==> config.mk <==
export PLATFORM = sky130hd
export DESIGN_NAME = ptrram_port
export DESIGN_NICKNAME = d
export VERILOG_FILES = /design/src/rtl/ptrram_pkg.sv /design/src/rtl/ptrram_ptr.sv /design/src/rtl/ptrram_seq.sv /design/src/rtl/ptrram_dreg.sv /design/src/rtl/ptrram_port.sv
export SDC_FILE = /design/constraint.sdc
export NUM_CORES = 1
export LEC_CHECK = 0
export BUFFER_PORTS_ARGS = -buffer_cell sky130_fd_sc_hd__buf_2
export CAP_MARGIN = 20
export CORE_MARGIN = 10
export CORE_UTILIZATION = 32
export CTS_CLUSTER_SIZE = 16
export DETAILED_ROUTE_END_ITERATION = 7
export GPL_ROUTABILITY_DRIVEN = 0
export PLACE_DENSITY = 0.65
export SLEW_MARGIN = 40
export SYNTH_ARGS = -nofsm -noshare
export SYNTH_HDL_FRONTEND = slang
export SYNTH_SLANG_ARGS = --single-unit
==> constraint.sdc <==
create_clock -name clk -period 2.15 [get_ports clk]
set_input_delay 0.43 -clock clk [delete_from_list [all_inputs] [get_ports clk]]
set_output_delay 0.43 -clock clk [all_outputs]
set_load 0.05 [all_outputs]
==> src/rtl/ptrram_pkg.sv <==
package ptrram_pkg;

    // Sequencer states for buffer cycles
    typedef enum logic [1:0] {
        SEQ_IDLE  = 2'd0,
        SEQ_FETCH = 2'd1,
        SEQ_LOAD  = 2'd2,
        SEQ_STORE = 2'd3
    } seq_state_t;

    // Host register select codes
    typedef enum logic [1:0] {
        REG_DATA   = 2'd0,
        REG_PTR_LO = 2'd1,
        REG_PTR_HI = 2'd2,
        REG_SPARE  = 2'd3
    } reg_sel_t;

    // Bit positions of the mode flags in the pointer-high byte
    localparam int AINC_BIT = 6;
    localparam int DIR_BIT  = 7;

endpackage

==> src/rtl/ptrram_ptr.sv <==
module ptrram_ptr
    import ptrram_pkg::*;
#(
    parameter int ADDR_W = 11,
    parameter int DATA_W = 8
) (
    input  logic              clk,
    input  logic              rst_n,
    input  logic              lo_we,
    input  logic              hi_we,
    input  logic [DATA_W-1:0] wdata,
    input  logic              adv,
    output logic [ADDR_W-1:0] ptr,
    output logic              ainc,
    output logic              rd_dir
);
    localparam int HI_W = ADDR_W - DATA_W;
    localparam logic [ADDR_W-1:0] ONE = ADDR_W'(1);

    logic [ADDR_W-1:0] ptr_next;

    always_comb begin
        ptr_next = ptr;
        if (lo_we) begin
            ptr_next[DATA_W-1:0] = wdata;
        end else if (hi_we) begin
            ptr_next[ADDR_W-1:DATA_W] = wdata[HI_W-1:0];
        end else if (adv) begin
            ptr_next = ptr + ONE;   // natural wrap at the top of the buffer
        end
    end

    always_ff @(posedge clk) begin
        if (!rst_n) begin
            ptr    <= '0;
            ainc   <= 1'b0;
            rd_dir <= 1'b0;
        end else begin
            ptr <= ptr_next;
            if (hi_we) begin
                ainc   <= wdata[AINC_BIT];
                rd_dir <= wdata[DIR_BIT];
            end
        end
    end

    // advancing from the last address lands on zero
    assert_ptr_wrap_R9: assert property (@(posedge clk) disable iff (!rst_n)
        (adv && !lo_we && !hi_we && ptr == {ADDR_W{1'b1}}) |=> (ptr == '0));

    // pointer-high write keeps the low byte
    assert_hi_keeps_lo_R3: assert property (@(posedge clk) disable iff (!rst_n)
        (hi_we && !lo_we) |=> (ptr[DATA_W-1:0] == $past(ptr[DATA_W-1:0])));

endmodule

==> src/rtl/ptrram_seq.sv <==
module ptrram_seq
    import ptrram_pkg::*;
(
    input  logic       clk,
    input  logic       rst_n,
    input  logic       rd_data,
    input  logic       wr_data,
    input  logic       wr_lo,
    input  logic       rd_dir,
    input  logic       ainc,
    output seq_state_t state,
    output logic       accept,
    output logic       ram_req,
    output logic       ram_we,
    output logic       load_en,
    output logic       adv
);
    seq_state_t state_next;

    always_comb begin
        state_next = state;
        unique case (state)
            SEQ_IDLE: begin
                if (wr_data)                 state_next = SEQ_STORE;
                else if (wr_lo && rd_dir)    state_next = SEQ_FETCH;
                else if (rd_data && ainc)    state_next = SEQ_FETCH;
            end
            SEQ_FETCH: state_next = SEQ_LOAD;
            SEQ_LOAD:  state_next = SEQ_IDLE;
            SEQ_STORE: state_next = SEQ_IDLE;
        endcase
    end

    always_ff @(posedge clk) begin
        if (!rst_n) state <= SEQ_IDLE;
        else        state <= state_next;
    end

    always_comb begin
        accept  = 1'b0;
        ram_req = 1'b0;
        ram_we  = 1'b0;
        load_en = 1'b0;
        adv     = 1'b0;
        unique case (state)
            SEQ_IDLE: begin
                accept = 1'b1;
                adv    = rd_data && ainc && !wr_data;
            end
            SEQ_FETCH: ram_req = 1'b1;
            SEQ_LOAD:  load_en = 1'b1;
            SEQ_STORE: begin
                ram_req = 1'b1;
                ram_we  = 1'b1;
                adv     = ainc;
            end
        endcase
    end

    // a fetch is always followed by a load on the next cycle
    assert_fetch_then_load_R2: assert property (@(posedge clk) disable iff (!rst_n)
        (state == SEQ_FETCH) |=> (state == SEQ_LOAD));

    // an auto-advancing read starts a fetch
    assert_ainc_read_fetches_R6: assert property (@(posedge clk) disable iff (!rst_n)
        (state == SEQ_IDLE && rd_data && ainc && !wr_data) |=> (ram_req && !ram_we));

endmodule

==> src/rtl/ptrram_dreg.sv <==
module ptrram_dreg #(
    parameter int DATA_W = 8
) (
    input  logic              clk,
    input  logic              rst_n,
    input  logic              host_we,
    input  logic [DATA_W-1:0] host_wdata,
    input  logic              load_en,
    input  logic [DATA_W-1:0] ram_rdata,
    output logic [DATA_W-1:0] q
);
    always_ff @(posedge clk) begin
        if (!rst_n)       q <= '0;
        else if (load_en) q <= ram_rdata;
        else if (host_we) q <= host_wdata;
    end

    // the load cycle captures the returned buffer byte
    assert_load_captures_R2: assert property (@(posedge clk) disable iff (!rst_n)
        load_en |=> (q == $past(ram_rdata)));

    // with no load and no write the held byte does not move
    assert_hold_R5: assert property (@(posedge clk) disable iff (!rst_n)
        (!load_en && !host_we) |=> $stable(q));

endmodule

==> src/rtl/ptrram_port.sv <==
module ptrram_port
    import ptrram_pkg::*;
#(
    parameter int ADDR_W = 11,
    parameter int DATA_W = 8
) (
    input  logic              clk,
    input  logic              rst_n,
    input  logic [1:0]        host_sel,
    input  logic              host_rd,
    input  logic              host_wr,
    input  logic [DATA_W-1:0] host_wdata,
    output logic [DATA_W-1:0] host_rdata,
    output logic              ram_req,
    output logic              ram_we,
    output logic [ADDR_W-1:0] ram_addr,
    output logic [DATA_W-1:0] ram_wdata,
    input  logic [DATA_W-1:0] ram_rdata
);
    localparam int HI_W  = ADDR_W - DATA_W;
    localparam int PAD_W = DATA_W - 2 - HI_W;

    seq_state_t        state;
    logic              accept;
    logic              load_en;
    logic              adv;
    logic              ainc;
    logic              rd_dir;
    logic [ADDR_W-1:0] ptr;
    logic [DATA_W-1:0] data_q;
    logic [DATA_W-1:0] hi_view;

    // Decoded, accepted host strobes
    logic wr_any, rd_any;
    logic wr_data, wr_lo, wr_hi, rd_data;

    always_comb begin
        wr_any  = host_wr && accept;
        rd_any  = host_rd && !host_wr && accept;
        wr_data = wr_any && (host_sel == REG_DATA);
        wr_lo   = wr_any && (host_sel == REG_PTR_LO);
        wr_hi   = wr_any && (host_sel == REG_PTR_HI);
        rd_data = rd_any && (host_sel == REG_DATA);
    end

    ptrram_seq u_seq (
        .clk     (clk),
        .rst_n   (rst_n),
        .rd_data (rd_data),
        .wr_data (wr_data),
        .wr_lo   (wr_lo),
        .rd_dir  (rd_dir),
        .ainc    (ainc),
        .state   (state),
        .accept  (accept),
        .ram_req (ram_req),
        .ram_we  (ram_we),
        .load_en (load_en),
        .adv     (adv)
    );

    ptrram_ptr #(.ADDR_W(ADDR_W), .DATA_W(DATA_W)) u_ptr (
        .clk    (clk),
        .rst_n  (rst_n),
        .lo_we  (wr_lo),
        .hi_we  (wr_hi),
        .wdata  (host_wdata),
        .adv    (adv),
        .ptr    (ptr),
        .ainc   (ainc),
        .rd_dir (rd_dir)
    );

    ptrram_dreg #(.DATA_W(DATA_W)) u_dreg (
        .clk        (clk),
        .rst_n      (rst_n),
        .host_we    (wr_data),
        .host_wdata (host_wdata),
        .load_en    (load_en),
        .ram_rdata  (ram_rdata),
        .q          (data_q)
    );

    always_comb hi_view = {rd_dir, ainc, {PAD_W{1'b0}}, ptr[ADDR_W-1:DATA_W]};

    always_comb begin
        unique case (host_sel)
            REG_DATA:   host_rdata = data_q;
            REG_PTR_LO: host_rdata = ptr[DATA_W-1:0];
            REG_PTR_HI: host_rdata = hi_view;
            default:    host_rdata = '0;
        endcase
    end

    assign ram_addr  = ptr;
    assign ram_wdata = data_q;

    // a pointer-high write starts no buffer cycle
    assert_hi_no_ram_R3: assert property (@(posedge clk) disable iff (!rst_n)
        (host_wr && accept && host_sel == REG_PTR_HI) |=> !ram_req);

    // pointer-low write in write direction starts no buffer cycle
    assert_lo_wrdir_quiet_R4: assert property (@(posedge clk) disable iff (!rst_n)
        (host_wr && accept && host_sel == REG_PTR_LO && !rd_dir) |=> !ram_req);

    // plain read without auto-advance leaves pointer and buffer alone
    assert_plain_read_R5: assert property (@(posedge clk) disable iff (!rst_n)
        (host_rd && !host_wr && accept && host_sel == REG_DATA && !ainc)
        |=> (!ram_req && $stable(ram_addr)));

    // a data write reaches the buffer on the next cycle at the same address
    assert_write_commit_R7: assert property (@(posedge clk) disable iff (!rst_n)
        (host_wr && accept && host_sel == REG_DATA)
        |=> (ram_req && ram_we && ram_wdata == $past(host_wdata)
             && ram_addr == $past(ram_addr)));

    // strobes during a buffer cycle leave the pointer-high view unchanged
    assert_busy_drop_R11: assert property (@(posedge clk) disable iff (!rst_n)
        (!accept && !adv) |=> $stable(hi_view));

endmodule

=== After elaboration in Yosys (flattened, before gate mapping) ===
Index checks and enable logic that the tools add are counted.

* Muxes and demuxes: 16
* Eq/ne operators: 7
* Bitwise gates (word level): 1
* Reduce and logical (&&, ||, !) cells: 21
* Add/subtract/negate cells: 1

{| class="wikitable"
|+ Operators by type and width
! operator !! count
|-
| $mux W8 || 4
|-
| $pmux W8 S3 || 1
|-
| $add A11 B1 Y11 const B || 1
|-
| $mux W11 || 1
|-
| $logic_and A1 B1 Y1 || 10
|-
| $eq A2 B2 Y1 const B || 3
|-
| $mux W2 || 3
|-
| $pmux W2 S3 || 1
|-
| $reduce_bool A2 Y1 || 3
|-
| $eq A2 B1 Y1 const B || 2
|-
| $logic_not A2 Y1 || 2
|-
| $mux W1 || 4
|-
| $ne A4 B1 Y1 const B || 1
|-
| $reduce_and A2 Y1 || 2
|-
| $reduce_or A2 Y1 || 2
|-
| $mux W3 || 1
|-
| $logic_not A1 Y1 || 2
|-
| $ne A2 B2 Y1 const B || 1
|-
| $pmux W1 S2 || 1
|-
| $not A1 Y1 || 1
|}

* Bits in registers: 23
* Input port bits: 22
* Output and inout port bits: 29

=== Longest topological paths before layout ===
* Depth after elaboration: 10
* Gate-level depth with buffers: 9
* Gate-level depth less buffers: 6

=== Cells and area by module ===
A second synthesis with hierarchy kept.

* Cells, all modules: 167
* Area total of the unflattened synthesis: 1550.2 sq um

{| class="wikitable"
|+ By module, submodules not included
! module !! instances !! area an instance (sq um) !! cells an instance
|-
| ptrram_ptr || 1 || 718.2 || 84
|-
| ptrram_dreg || 1 || 440.4 || 35
|-
| ptrram_seq || 1 || 202.7 || 23
|-
| ptrram_port || 1 || 188.9 || 25
|}

=== Worst setup path after synthesis ===
Ideal clock, no wire load.

* Path kind: flip-flop to output port
* Start point: register u_ptr.ptr[2]
* End point: output port host_rdata[2]
* Setup slack: -0.234 ns
* Path buffers: 0
* Arrival: 1.954 ns
* Stages on the path, launching flop included: 3
* Cells stage by stage: dfxtp_1 mux2i_1 o21ai_0

* Word-level cells in the longest chain between the ends: 1

{| class="wikitable"
|+ Ends and longest elaborated chain
! item !! RTL line !! text
|-
| from (decl) || ptrram_ptr.sv:13 || <nowiki>output logic [ADDR_W-1:0] ptr,</nowiki>
|-
| from (signal assigned) || ptrram_ptr.sv:39 || <nowiki>ptr <= ptr_next;</nowiki>
|-
| $pmux W8 S3 || ptrram_port.sv:87 || <nowiki>unique case (host_sel)</nowiki>
|-
| to (decl) || ptrram_port.sv:13 || <nowiki>output logic [DATA_W-1:0] host_rdata,</nowiki>
|}

No other way between the ends.

=== Worst setup path after layout ===
* Start point: register u_seq.state[0]
* End point: register u_ptr.ptr[4]

* Word-level cells in the longest chain between the ends: 9
* Elaborated cells on any way between the ends: 17

{| class="wikitable"
|+ Ends and longest elaborated chain
! item !! RTL line !! text
|-
| from (decl) || ptrram_seq.sv:11 || <nowiki>output seq_state_t state,</nowiki>
|-
| from (signal assigned) || ptrram_seq.sv:36 || <nowiki>else state <= state_next;</nowiki>
|-
| $logic_not A2 Y1 || ptrram_seq.sv:45 || <nowiki>unique case (state)</nowiki>
|-
| $mux W1 || ptrram_seq.sv:45 ||
|-
| $logic_and A1 B1 Y1 (on tied branches) || ptrram_port.sv:39, ptrram_port.sv:38 ||
|-
| $logic_and A1 B1 Y1 (on tied branches) || ptrram_port.sv:43, ptrram_port.sv:40 ||
|-
| $logic_and A1 B1 Y1 / $logic_not A1 Y1 (equally long branches) || ptrram_seq.sv:48 || <nowiki>adv = rd_data && ainc && !wr_data;</nowiki>
|-
| $logic_and A1 B1 Y1 || ptrram_seq.sv:48 ||
|-
| $pmux W1 S2 || ptrram_seq.sv:45 ||
|-
| $reduce_bool A2 Y1 (no line) || - ||
|-
| $reduce_and A2 Y1 (no line) || - ||
|}

Several ways; a longest one is shown, not always the timed one.
A chain may end at the register's enable or synchronous reset.

==> metrics.md <==
| Metric | Value |
|---|---|
| Outcome | complete, no violations |
| Area grow syn2layout | 23.8% |
| Final hold vios | 0 |
| Final Cycle Share | 0.931 |
| Core area | 0.00482 mm² |
| Mapped Nets | 218 |
| Synth top area share | 0.283 |
| Critical Path AT | 2.21 ns |
| Max Cap Viol | 0 |
| YS warnings | 0 |
| RR Endpoint | u_ptr.ptr[4] |
| H-Tree Level Count | 1 |
| Register area share after synthesis | 0.283 |
| Slew @ Worst Pin | 0.519 ns |
| Startpoint Class | register |
| Routed Antenna Nets | 0 |
| ANT cells | 0 |
| Setup crit end kind | register |
| Ys async rst share | 0 |
| Synth area leaders | dfxtp_1, mux2i_1, mux2_2, ha_1, nand2_1 |
| Placed inst area | 0.00197 mm² |
| Number of port buffers | 50 |
| Total placed cells including tap cells | 302 |
| Clock sinks | 23 |
| CTS Root Cell | clkbuf_8 |
| R2r worst-path depth | 7 |
| Worst Hold End | u_dreg.q[5] |
| Cts hold-fix bufs | 0 |
| Max Fclk | 499 MHz |
| LEAKAGE | roughly 0.85 nW |
| Vias | 1636 |
| Power Density | 887 mW/mm² |
| Min-delay src | ram_rdata[5] |
| Setup CP Type | register to register |
| Largest net degree at the start of global routing | 24 |
| Post-synthesis cell type count | 49 |
| Clock Latency Late Sink | 0.28 ns |
| DRT met1 WL | 2380 µm |
| Count of final setup violators | 0 |
| Most instantiated cells after synthesis | dfxtp_1, nand2_1, nor2_1 |
| Design Power | 1.78 mW |
| I/O pins | 51 |
| Die W | 91.3 µm |
| Mapped Cells | 190 |
| Final Max Tran Viols | 0 |
| Worst-path maximum fanout | 8 |
| DR vias/cell | 5.35 |
| Top-count cell post-synth | dfxtp_1 |
| Routed wire length on met3 | between 200 and 250 µm |
| FP Rows | 25 |
| Initial drt markers | 128 |
| Mapped Area | 0.00163 mm² |
| Drt pass-1 iters | 4 |
| # DRC | 0 |
| TritonCTS clock tree | yes |
| All-Layer GR Usage | 0.119 |
| CP max stage cell | a211oi_2 |
| Die Area | 0.00833 mm² |
| Gates resized, CTS repair | 0 |
| Initial antenna violation count | 0 |
| Hold Path Depth | 3 |
| Setup TNS | 0 ns |
| Fin area | just over 0.002 mm² |
| Initial Util | 0.337 |
| Height of the chip | about 91 µm |
| Ordered list of cells on the worst path | inv_1 > ha_1 > and3b_1 > a211oi_2 > buf_4 > nor3_1 > nor3b_1 |
| Hold crit path type | input port to register |
| Postcts setup bufs | 0 |
| Total gr overflow | 0 |
| Top layer in use | met4 |
| Num CTS Buffers | 3 |
| Synth area leader | dfxtp_1 |
| Number of global-route vias before repair | 1621 |
| Drt wl/cell | 16.7 µm |
| First-pass GRT wire length | 8380 µm |
| Worst flop-to-flop path startpoint | u_seq.state[0] |
| Ys flop type | dfxtp_1 |
| Met2 WL post-DR | 2460 µm |
| Unrepaired setup endpoints after global routing | no |
| Minimum clock period | between 2 and 2.5 ns |
| Reg2reg setup slack | between 0.1 and 0.15 ns |
| Non-Filler Instances | 306 |
| Syn Area/Cell | between 8 and 9 µm² |
| Post-synthesis register bit count | 23 |
| Layout Skew | 0.00437 ns |
| Worst EP required | 2.35 ns |
| Share of post-route cells with drive strength above 1 | 0.335 |
| Fin nets | 268 |
| Slowest stage delay, CP | about 0.42 ns |
| Post-synth EDFFs | 0 |
| Detailed Route WL | 5110 µm |
| Worst vdd ir | around 0.00047 V |
| Slew headroom | 0.653 |
| HPWL after DPL | 4010 µm |
| CTS Buffer Depth | 2 |
| Clock transition at path regs | 0.09 ns |
-- state kept, by name, summed over array words and instances, names as in the netlist --
signal,flops
u_ptr.rd_dir,1
u_ptr.ptr,11
u_seq.state,2
u_dreg.q,8
u_ptr.ainc,1
-- power breakdown --
| part | switching, mW | internal [mW] | total (mW) |
|---|---|---|---|
| Clock | 0.158 | 0.130 | 0.288 |
| Sequential | 0.0573 | 0.490 | 0.548 |
| Combinational | 0.598 | 0.350 | 0.949 |
| Total | 0.814 | 0.971 | 1.78 |
-- cell usage in the layout, fill, tap and decap left out, types with 2 or more instances in the layout --
cell and instances:
a211o_1 2, a211oi_2 2, a21oi_1 9, a31o_1 3
a31oi_1 5, and2_1 2, and3b_1 2, and4_1 3
buf_2 50, buf_4 9, clkbuf_8 3, dfxtp_1 23
ha_1 6, inv_1 3, mux2_2 9, mux2i_1 16
nand2_1 19, nand3_1 6, nand4b_1 2, nor2_1 17
nor2b_1 2, nor3_1 5, o21ai_0 5, o21ai_1 5
o311a_1 3, o31ai_1 3, o32ai_1 2
-- area by class of cell --
| type | instances | area (µm²) |
|---|---|---|
| Clock buffer | 3 | 41.3 |
| Clock inverter | 1 | 5.00 |
| Fill cell | 505 | 2810 |
| Inverter | 3 | 11.3 |
| Multi-Input combinational cell | 150 | 1090 |
| Sequential cell | 23 | 460 |
| Tap cell | 67 | 83.8 |
| Timing Repair Buffer | 59 | 318 |
-- per-stage QoR --
step | utilization | setup slack (ns) | hold WS, ns
global placement | 0.408 | 0.240 | 0.491
detailed placement | 0.408 | 0.197 | 0.502
finish | 0.418 | 0.148 | 0.380
global route | 0.418 | 0.0160 | 0.389
floorplan | - | 0.0121 | 0.459
CTS | 0.418 | 0.165 | 0.387
-- how the worst max path moves through the flow --
stage | start | endpoint | slack (ns) | cells after the start
after floorplan | u_ptr.ptr[4] | host_rdata[4] | 0.01 | 3
after CTS | u_seq.state[0] | u_ptr.ptr[4] | 0.16 | 7
after global placement | host_sel[0] | u_ptr.ptr[9] | 0.24 | 5
final | u_seq.state[0] | u_ptr.ptr[4] | 0.15 | 7
after global routing | u_seq.state[0] | u_ptr.ptr[4] | 0.02 | 7
after detailed placement | u_seq.state[0] | u_ptr.ptr[4] | 0.20 | 7
-- logic make-up after synthesis --
| kind of cell | Yosys count | synth area share |
|---|---|---|
| AO/OA/AOI/OAI | 50 | 0.227 |
| AND/OR/NAND/NOR | 69 | 0.234 |
| flip-flops | 23 | 0.283 |
| buffers and inverters | 17 | 0.0485 |
| multiplexers | 25 | 0.161 |
| adder cells (fa/ha/maj) | 6 | 0.0462 |
-- metal layers --
metal | GRT usage | up-vias
li1 | - | 815
met1 | 0.147 | 775
met2 | 0.200 | 41
met3 | 0.0272 | 5
met4 | 0.0366 | 0
met5 | 0 | -
-- worst max-delay path: cells and delay by family, from the launching register on --
kind	cells	cell delay (ns)
AND/OR/NAND/NOR	3	0.50
adder cells (fa/ha/maj)	1	0.29
AO/OA/AOI/OAI	1	0.42
flip-flops	1	0.38
buffers and inverters	2	0.32
Note: power is estimated with default switching activity, not from simulation.
